File: src/rtl/adc_seq_pkg.sv
package adc_seq_pkg;
   typedef enum logic [1:0] {
      MODE_ACTIVE = 2'd0,
      MODE_NAP    = 2'd1,
      MODE_SLEEP  = 2'd2
   } pwr_mode_t;
endpackage

File: src/rtl/adc_edge_detect.sv
module adc_edge_detect #(
   parameter int STAGES = 2
) (
   input  logic clk,
   input  logic rst_n,
   input  logic din,
   output logic rise,
   output logic fall
);
   logic synced;
   logic last_q;

   if (STAGES < 0) begin : g_bad_stages
      $error("adc_edge_detect: STAGES must not be negative");
   end

   if (STAGES == 0) begin : g_direct
      assign synced = din;
   end else begin : g_sync
      logic [STAGES-1:0] chain_q;
      for (genvar i = 0; i < STAGES; i++) begin : g_stage
         if (i == 0) begin : g_first
            always_ff @(posedge clk or negedge rst_n) begin
               if (!rst_n) chain_q[0] <= 1'b0;
               else        chain_q[0] <= din;
            end
         end else begin : g_next
            always_ff @(posedge clk or negedge rst_n) begin
               if (!rst_n) chain_q[i] <= 1'b0;
               else        chain_q[i] <= chain_q[i-1];
            end
         end
      end
      assign synced = chain_q[STAGES-1];
   end

   always_ff @(posedge clk or negedge rst_n) begin
      if (!rst_n) last_q <= 1'b0;
      else        last_q <= synced;
   end

   assign rise = synced & ~last_q;
   assign fall = ~synced & last_q;
endmodule

File: src/rtl/adc_power_fsm.sv
module adc_power_fsm
   import adc_seq_pkg::*;
#(
   parameter int NAP_PULSES   = 2,
   parameter int SLEEP_PULSES = 4
) (
   input  logic      clk,
   input  logic      rst_n,
   input  logic      conv_rise,
   input  logic      sck_edge,
   output pwr_mode_t mode,
   output logic      accept,
   output logic      arm
);
   localparam int CW = $clog2(SLEEP_PULSES + 1);
   localparam logic [CW-1:0] NAP_C   = CW'(NAP_PULSES);
   localparam logic [CW-1:0] SLEEP_C = CW'(SLEEP_PULSES);

   if (NAP_PULSES < 2) begin : g_bad_nap
      $error("adc_power_fsm: NAP_PULSES must be at least 2");
   end
   if (SLEEP_PULSES < NAP_PULSES + 2) begin : g_bad_sleep
      $error("adc_power_fsm: SLEEP_PULSES must exceed NAP_PULSES by 2");
   end

   pwr_mode_t      mode_q, mode_w, mode_n;
   logic [CW-1:0]  cnt_q, cnt_w, cnt_n;

   always_comb begin
      // serial-clock activity is applied before the start edge
      mode_w = sck_edge ? MODE_ACTIVE : mode_q;
      cnt_w  = sck_edge ? '0 : cnt_q;
      accept = conv_rise && (mode_w != MODE_SLEEP);
      mode_n = mode_w;
      cnt_n  = cnt_w;
      if (accept) begin
         cnt_n = cnt_w + 1'b1;
         if (cnt_n == SLEEP_C)    mode_n = MODE_SLEEP;
         else if (cnt_n == NAP_C) mode_n = MODE_NAP;
         else                     mode_n = MODE_ACTIVE;
      end
      arm = accept && (mode_n == MODE_ACTIVE);
   end

   always_ff @(posedge clk or negedge rst_n) begin
      if (!rst_n) begin
         mode_q <= MODE_ACTIVE;
         cnt_q  <= '0;
      end else begin
         mode_q <= mode_n;
         cnt_q  <= cnt_n;
      end
   end

   assign mode = mode_q;

   // a serial-clock edge always leaves the part active
   a_r9_wake_active: assert property (@(posedge clk) disable iff (!rst_n)
      sck_edge |=> (mode_q == MODE_ACTIVE));
   // sleep persists while the serial clock is quiet
   a_r8_sleep_hold: assert property (@(posedge clk) disable iff (!rst_n)
      (mode_q == MODE_SLEEP && !sck_edge) |=> (mode_q == MODE_SLEEP));
   // coincident edges restart the count at one
   a_r10_count_restart: assert property (@(posedge clk) disable iff (!rst_n)
      (conv_rise && sck_edge) |=> (cnt_q == CW'(1)));
   // the count never runs past the sleep threshold
   a_r7_count_bound: assert property (@(posedge clk) disable iff (!rst_n)
      cnt_q <= SLEEP_C);
endmodule

File: src/rtl/adc_result_shifter.sv
module adc_result_shifter #(
   parameter int W = 14
) (
   input  logic         clk,
   input  logic         rst_n,
   input  logic [W-1:0] sample_i,
   input  logic         capture,
   input  logic         arm,
   input  logic         shift,
   output logic         sdo,
   output logic         sdo_en
);
   localparam int LW = $clog2(W + 1);
   localparam logic [LW-1:0] FULL = LW'(W);

   if (W < 2) begin : g_bad_width
      $error("adc_result_shifter: W must be at least 2");
   end

   logic [W-1:0]  pending_q;
   logic [W-1:0]  shreg_q;
   logic [LW-1:0] left_q;

   always_ff @(posedge clk or negedge rst_n) begin
      if (!rst_n) begin
         pending_q <= '0;
         shreg_q   <= '0;
         left_q    <= '0;
      end else begin
         if (capture) pending_q <= sample_i;
         if (arm) begin
            shreg_q <= pending_q;
            left_q  <= FULL;
         end else if (capture) begin
            left_q  <= '0;
         end else if (shift && left_q != '0) begin
            shreg_q <= {shreg_q[W-2:0], 1'b0};
            left_q  <= left_q - 1'b1;
         end
      end
   end

   assign sdo_en = (left_q != '0);
   assign sdo    = sdo_en & shreg_q[W-1];

   // the held word changes only on an accepted start edge
   a_r8_pending_hold: assert property (@(posedge clk) disable iff (!rst_n)
      !capture |=> $stable(pending_q));
   // the pin only starts driving after a frame load
   a_r3_drive_from_load: assert property (@(posedge clk) disable iff (!rst_n)
      $rose(sdo_en) |-> $past(arm));
   // a load beats a shift in the same cycle
   a_r10_load_wins: assert property (@(posedge clk) disable iff (!rst_n)
      (arm && shift) |=> (left_q == FULL));
   // an idle pin is not re-enabled by serial-clock rises
   a_r4_stay_idle: assert property (@(posedge clk) disable iff (!rst_n)
      (!sdo_en && !arm) |=> !sdo_en);
endmodule

File: src/rtl/adc_serial_ctrl.sv
module adc_serial_ctrl
   import adc_seq_pkg::*;
#(
   parameter int SAMPLE_W     = 14,
   parameter int SYNC_STAGES  = 2,
   parameter int NAP_PULSES   = 2,
   parameter int SLEEP_PULSES = 4
) (
   input  logic                clk,
   input  logic                rst_n,
   input  logic                conv_i,
   input  logic                sck_i,
   input  logic [SAMPLE_W-1:0] sample_i,
   output logic                sdo_o,
   output logic                sdo_en_o,
   output logic                active_o,
   output logic                nap_o,
   output logic                sleep_o
);
   logic      conv_rise, conv_fall_unused;
   logic      sck_rise, sck_fall;
   logic      sck_edge;
   logic      accept, arm;
   pwr_mode_t mode;

   adc_edge_detect #(.STAGES(SYNC_STAGES)) u_conv_edge (
      .clk  (clk),
      .rst_n(rst_n),
      .din  (conv_i),
      .rise (conv_rise),
      .fall (conv_fall_unused)
   );

   adc_edge_detect #(.STAGES(SYNC_STAGES)) u_sck_edge (
      .clk  (clk),
      .rst_n(rst_n),
      .din  (sck_i),
      .rise (sck_rise),
      .fall (sck_fall)
   );

   assign sck_edge = sck_rise | sck_fall;

   adc_power_fsm #(
      .NAP_PULSES  (NAP_PULSES),
      .SLEEP_PULSES(SLEEP_PULSES)
   ) u_fsm (
      .clk      (clk),
      .rst_n    (rst_n),
      .conv_rise(conv_rise),
      .sck_edge (sck_edge),
      .mode     (mode),
      .accept   (accept),
      .arm      (arm)
   );

   adc_result_shifter #(.W(SAMPLE_W)) u_shift (
      .clk     (clk),
      .rst_n   (rst_n),
      .sample_i(sample_i),
      .capture (accept),
      .arm     (arm),
      .shift   (sck_rise),
      .sdo     (sdo_o),
      .sdo_en  (sdo_en_o)
   );

   assign active_o = (mode == MODE_ACTIVE);
   assign nap_o    = (mode == MODE_NAP);
   assign sleep_o  = (mode == MODE_SLEEP);

   // exactly one mode indication at a time
   a_r1_one_mode: assert property (@(posedge clk) disable iff (!rst_n)
      $onehot({active_o, nap_o, sleep_o}));
   // the pin is released throughout nap
   a_r5_nap_quiet: assert property (@(posedge clk) disable iff (!rst_n)
      nap_o |-> !sdo_en_o);
   // the pin is released throughout sleep
   a_r7_sleep_quiet: assert property (@(posedge clk) disable iff (!rst_n)
      sleep_o |-> !sdo_en_o);
endmodule

File: config.mk
export PLATFORM = sky130hd
export DESIGN_NAME = adc_serial_ctrl
export DESIGN_NICKNAME = d
export VERILOG_FILES = /design/src/rtl/adc_seq_pkg.sv /design/src/rtl/adc_edge_detect.sv /design/src/rtl/adc_power_fsm.sv /design/src/rtl/adc_result_shifter.sv /design/src/rtl/adc_serial_ctrl.sv
export SDC_FILE = /design/constraint.sdc
export NUM_CORES = 1
export LEC_CHECK = 0
export ABC_AREA = 1
export BUFFER_PORTS_ARGS = -buffer_cell sky130_fd_sc_hd__buf_2
export CAP_MARGIN = 20
export CORE_MARGIN = 10
export CORE_UTILIZATION = 29
export DETAILED_ROUTE_END_ITERATION = 8
export GPL_TIMING_DRIVEN = 1
export PLACE_DENSITY = 0.54
export SLEW_MARGIN = 40
export SYNTH_ARGS = -nofsm -noshare
export SYNTH_HDL_FRONTEND = slang
export SYNTH_SLANG_ARGS = --single-unit
export TNS_END_PERCENT = 1
File: constraint.sdc
create_clock -name clk -period 4.8 [get_ports clk]
set_input_delay 0.24 -clock clk [delete_from_list [all_inputs] [get_ports clk]]
set_output_delay 0.24 -clock clk [all_outputs]
set_load 0.005 [all_outputs]
==> flow_metrics.env <==
export IMPL_fp_dieW_um=106
export IMPL_clock_path_buffers=2
export IMPL_grt_max_degree=44
export IMPL_crit_fanout=15
export IMPL_path_cells="ha_1, nand2_1, inv_1, ha_1, inv_1, nand3_1, nand2_1, nor2_1, nor2_4, nand3_1, nand2_1, nand2_1"
export IMPL_critical_path_class="reg -> reg"
export IMPL_rows=31
export IMPL_postCtsSetupBuffers=0
export IMPL_cts_buffers=5
export IMPL_async_flop_share=1.00
export IMPL_timing_final_crit_share=0.477
export IMPL_pre_cts_ws_ns=2.49
export IMPL_routedWlPerCell_um=12.3
export IMPL_initial_core_util=0.295
export IMPL_stdcell_count=351
export IMPL_finClkSkew_ns=0.00349
export IMPL_ctsHtreeMaxLevel=2
export IMPL_ant_nets=0
export IMPL_drive_above_1_share=0.230
export IMPL_min_period_ns=2.29
export IMPL_grtUsageMet2=0.128
export IMPL_clock_root_buffer="clkbuf_8"
export IMPL_cts_tree="done"
export IMPL_final_nets=274
export IMPL_grt_util_met1=0.104
export IMPL_drv_cap=0
export IMPL_firstDrtPassIters=4
export IMPL_cp_data_arrival_time_ns=2.48
export IMPL_yosysWarnings=0
export IMPL_p_leak_nw=1.22
export IMPL_gp_congestion=0.703
export IMPL_synth_top_area_frac=0.505
export IMPL_synth_edf_count=0
export IMPL_dieArea_sq_um=11200
export IMPL_clock_latency_ns=0.29
export IMPL_ys_ff_latch=43
export IMPL_finalSetupViolations=0
export IMPL_fillers=776
export IMPL_hold_path_class="in -> reg"
export IMPL_netlist_instances=231
export IMPL_dp_hpwl_mm=2.83
export IMPL_grt_busiest_layer="met2"
export IMPL_syn_area_per_cell_sq_um=9.22
export IMPL_final_cell_mix="nand2_1 (77), dfrtp_1 (43), nand3_1 (29)"
export IMPL_synthesis_area_sq_um=2130
export IMPL_crit_required_ns=4.99
export IMPL_clock_sinks=43
export IMPL_globalRouteMet3Util=0.0238
export IMPL_dp_cells=342
export IMPL_grt_overflow=0
export IMPL_p_per_area_nw_per_um2=373
export IMPL_crit_top_cell="nand2_1"
export IMPL_synth_nets=254
export IMPL_layout_commonest_cell="nand2_1"
export IMPL_worst_slew_pin_slew_ns=0.777
export IMPL_ir_drop_mv=0.171
export IMPL_diodes=0
export IMPL_setup_ws_ns=2.51
export IMPL_grt_usage=0.0814
export IMPL_ioPinCount=23
export IMPL_coreArea_sq_um=7210
export IMPL_startpoint_type="flip-flop"
export IMPL_relSlewSlack=0.481
export IMPL_antenna_found_initial=0
export IMPL_fin_tns_setup_ns=0
export IMPL_path_clk_slew_ns=0.08
export IMPL_route_detailed_drc=0
export IMPL_finalHoldViolCount=0
export IMPL_clock_fmax_mhz=437
export IMPL_outcome="complete, no violations"
export IMPL_rsz0062_at_grt="false"
export IMPL_port_buffers=22
export IMPL_yosys_area_top_type="dfrtp_1"
export IMPL_synth_cell_type_count=25
export IMPL_seq_area_frac_synth=0.505
export IMPL_syn2layout_area_growth_pct=12.0
export IMPL_cpMaxStageDelayCell="ha_1"
export IMPL_maxSlewViolCount=0
export IMPL_grt_pass1_vias=1541
export IMPL_drtIter0Drc=57
export IMPL_detail_route_vias_per_cell=4.31
export IMPL_wl_mm=4.30
export IMPL_synth_main_ff_cell="dfrtp_1"
export IMPL_endpoint_kind="flip-flop"
export IMPL_num_vias=1512
export IMPL_grt_pass1_wl_mm=7.51
export IMPL_synthTopCellsByArea="dfrtp_1 (50%), nand2_1 (14%), nand3_2 (8.9%)"
export IMPL_die_h_um=106
export IMPL_cpPeakStageDelay_ns=0.40
metrics by stage:
stage	utilization	total power (W)	hold slack (ns)	cell area, sq um
2_1_floorplan	-	0.000600	-0.0556	2130
3_3_place_gp	0.315	0.000642	0.334	2270
3_5_place_dp	0.316	0.000645	0.276	2280
4_1_cts	0.331	0.000902	0.0441	2390
5_1_grt	0.331	0.000949	0.0398	2390
6_report	0.331	0.000891	0.0469	2390
cell usage after synthesis, types with 2 or more instances:
cell type,instances
nand3_1,29
nand2_2,2
a21oi_1,2
ha_1,5
buf_6,3
dfrtp_1,43
nor2_1,10
buf_2,2
buf_4,3
nor2_4,3
o21ai_0,6
inv_1,16
nand2_1,77
nand3_2,19
flip-flops by register name, indices dropped and copies added (netlist names):
name and flops:
u_shift.pending_q 14, u_shift.shreg_q 14, u_shift.left_q 4, u_fsm.cnt_q 3, u_fsm.mode 2, u_conv_edge.g_sync.chain_q 1, u_conv_edge.last_q 1, u_conv_edge.synced 1
u_sck_edge.g_sync.chain_q 1, u_sck_edge.last_q 1, u_sck_edge.synced 1
final timing paths:
kind	startpoint	end	slack, ns	cells past startpoint
min in group asynchronous	rst_n	u_sck_edge.last_q	0.48	2
worst max-delay path	u_sck_edge.synced	u_shift.shreg_q[3]	2.51	12
max in group asynchronous	rst_n	u_shift.pending_q[7]	3.94	2
worst min-delay path	conv_i	u_conv_edge.g_sync.chain_q[0]	0.05	1
worst max register to register	u_sck_edge.synced	u_shift.shreg_q[3]	2.51	12
worst min register to register	u_conv_edge.g_sync.chain_q[0]	u_conv_edge.synced	0.35	0
what timing repair did:
action	CTS	global route
hold buffers	1	0
endpoints found under the setup margin	0	0
resized for setup	0	0
hold endpoints to repair	43	0
kinds of logic (layout without fill, tap and decap cells):
logic type	after synthesis	after routing	share of synthesized area
buf+inv	28	49	0.0752
xor+xnor	1	1	0.00411
flops	43	43	0.505
fa+ha+maj	5	5	0.0294
compound gates	11	11	0.0294
simple gates	143	143	0.357
critical path: cells and delay by family (launching register included):
kind / cells / cell delay, ns
flip-flops: 1 / 0.39
AND/OR/NAND/NOR: 8 / 1.01
adder cells (fa/ha/maj): 2 / 0.63
buffers and inverters: 2 / 0.16
power by group:
part           switching, W  internal [W]  total, W  leakage [nW]
registers         0.0000374      0.000427  0.000464         0.529
clock network      0.000124      0.000131  0.000256        0.0515
logic              0.000103     0.0000680  0.000171         0.637
total              0.000265      0.000626  0.000891          1.22
layout make-up:
class | count | area, sq um | area share
Clock buffer | 8 | 100 | 0.0419
Inverter | 18 | 70.1 | 0.0294
Multi-Input combinational cell | 160 | 895 | 0.375
Sequential cell | 43 | 1080 | 0.451
Tap cell | 99 | 124 | 0.0519
Timing Repair Buffer | 23 | 123 | 0.0514
routing by layer:
layer / vias to the layer above / wire length [um]
met5: - / 0
met4: 0 / 56
met3: 5 / 162
met2: 27 / 1980
met1: 707 / 2110
li1: 773 / -
Power figures use the tool's default switching activity.
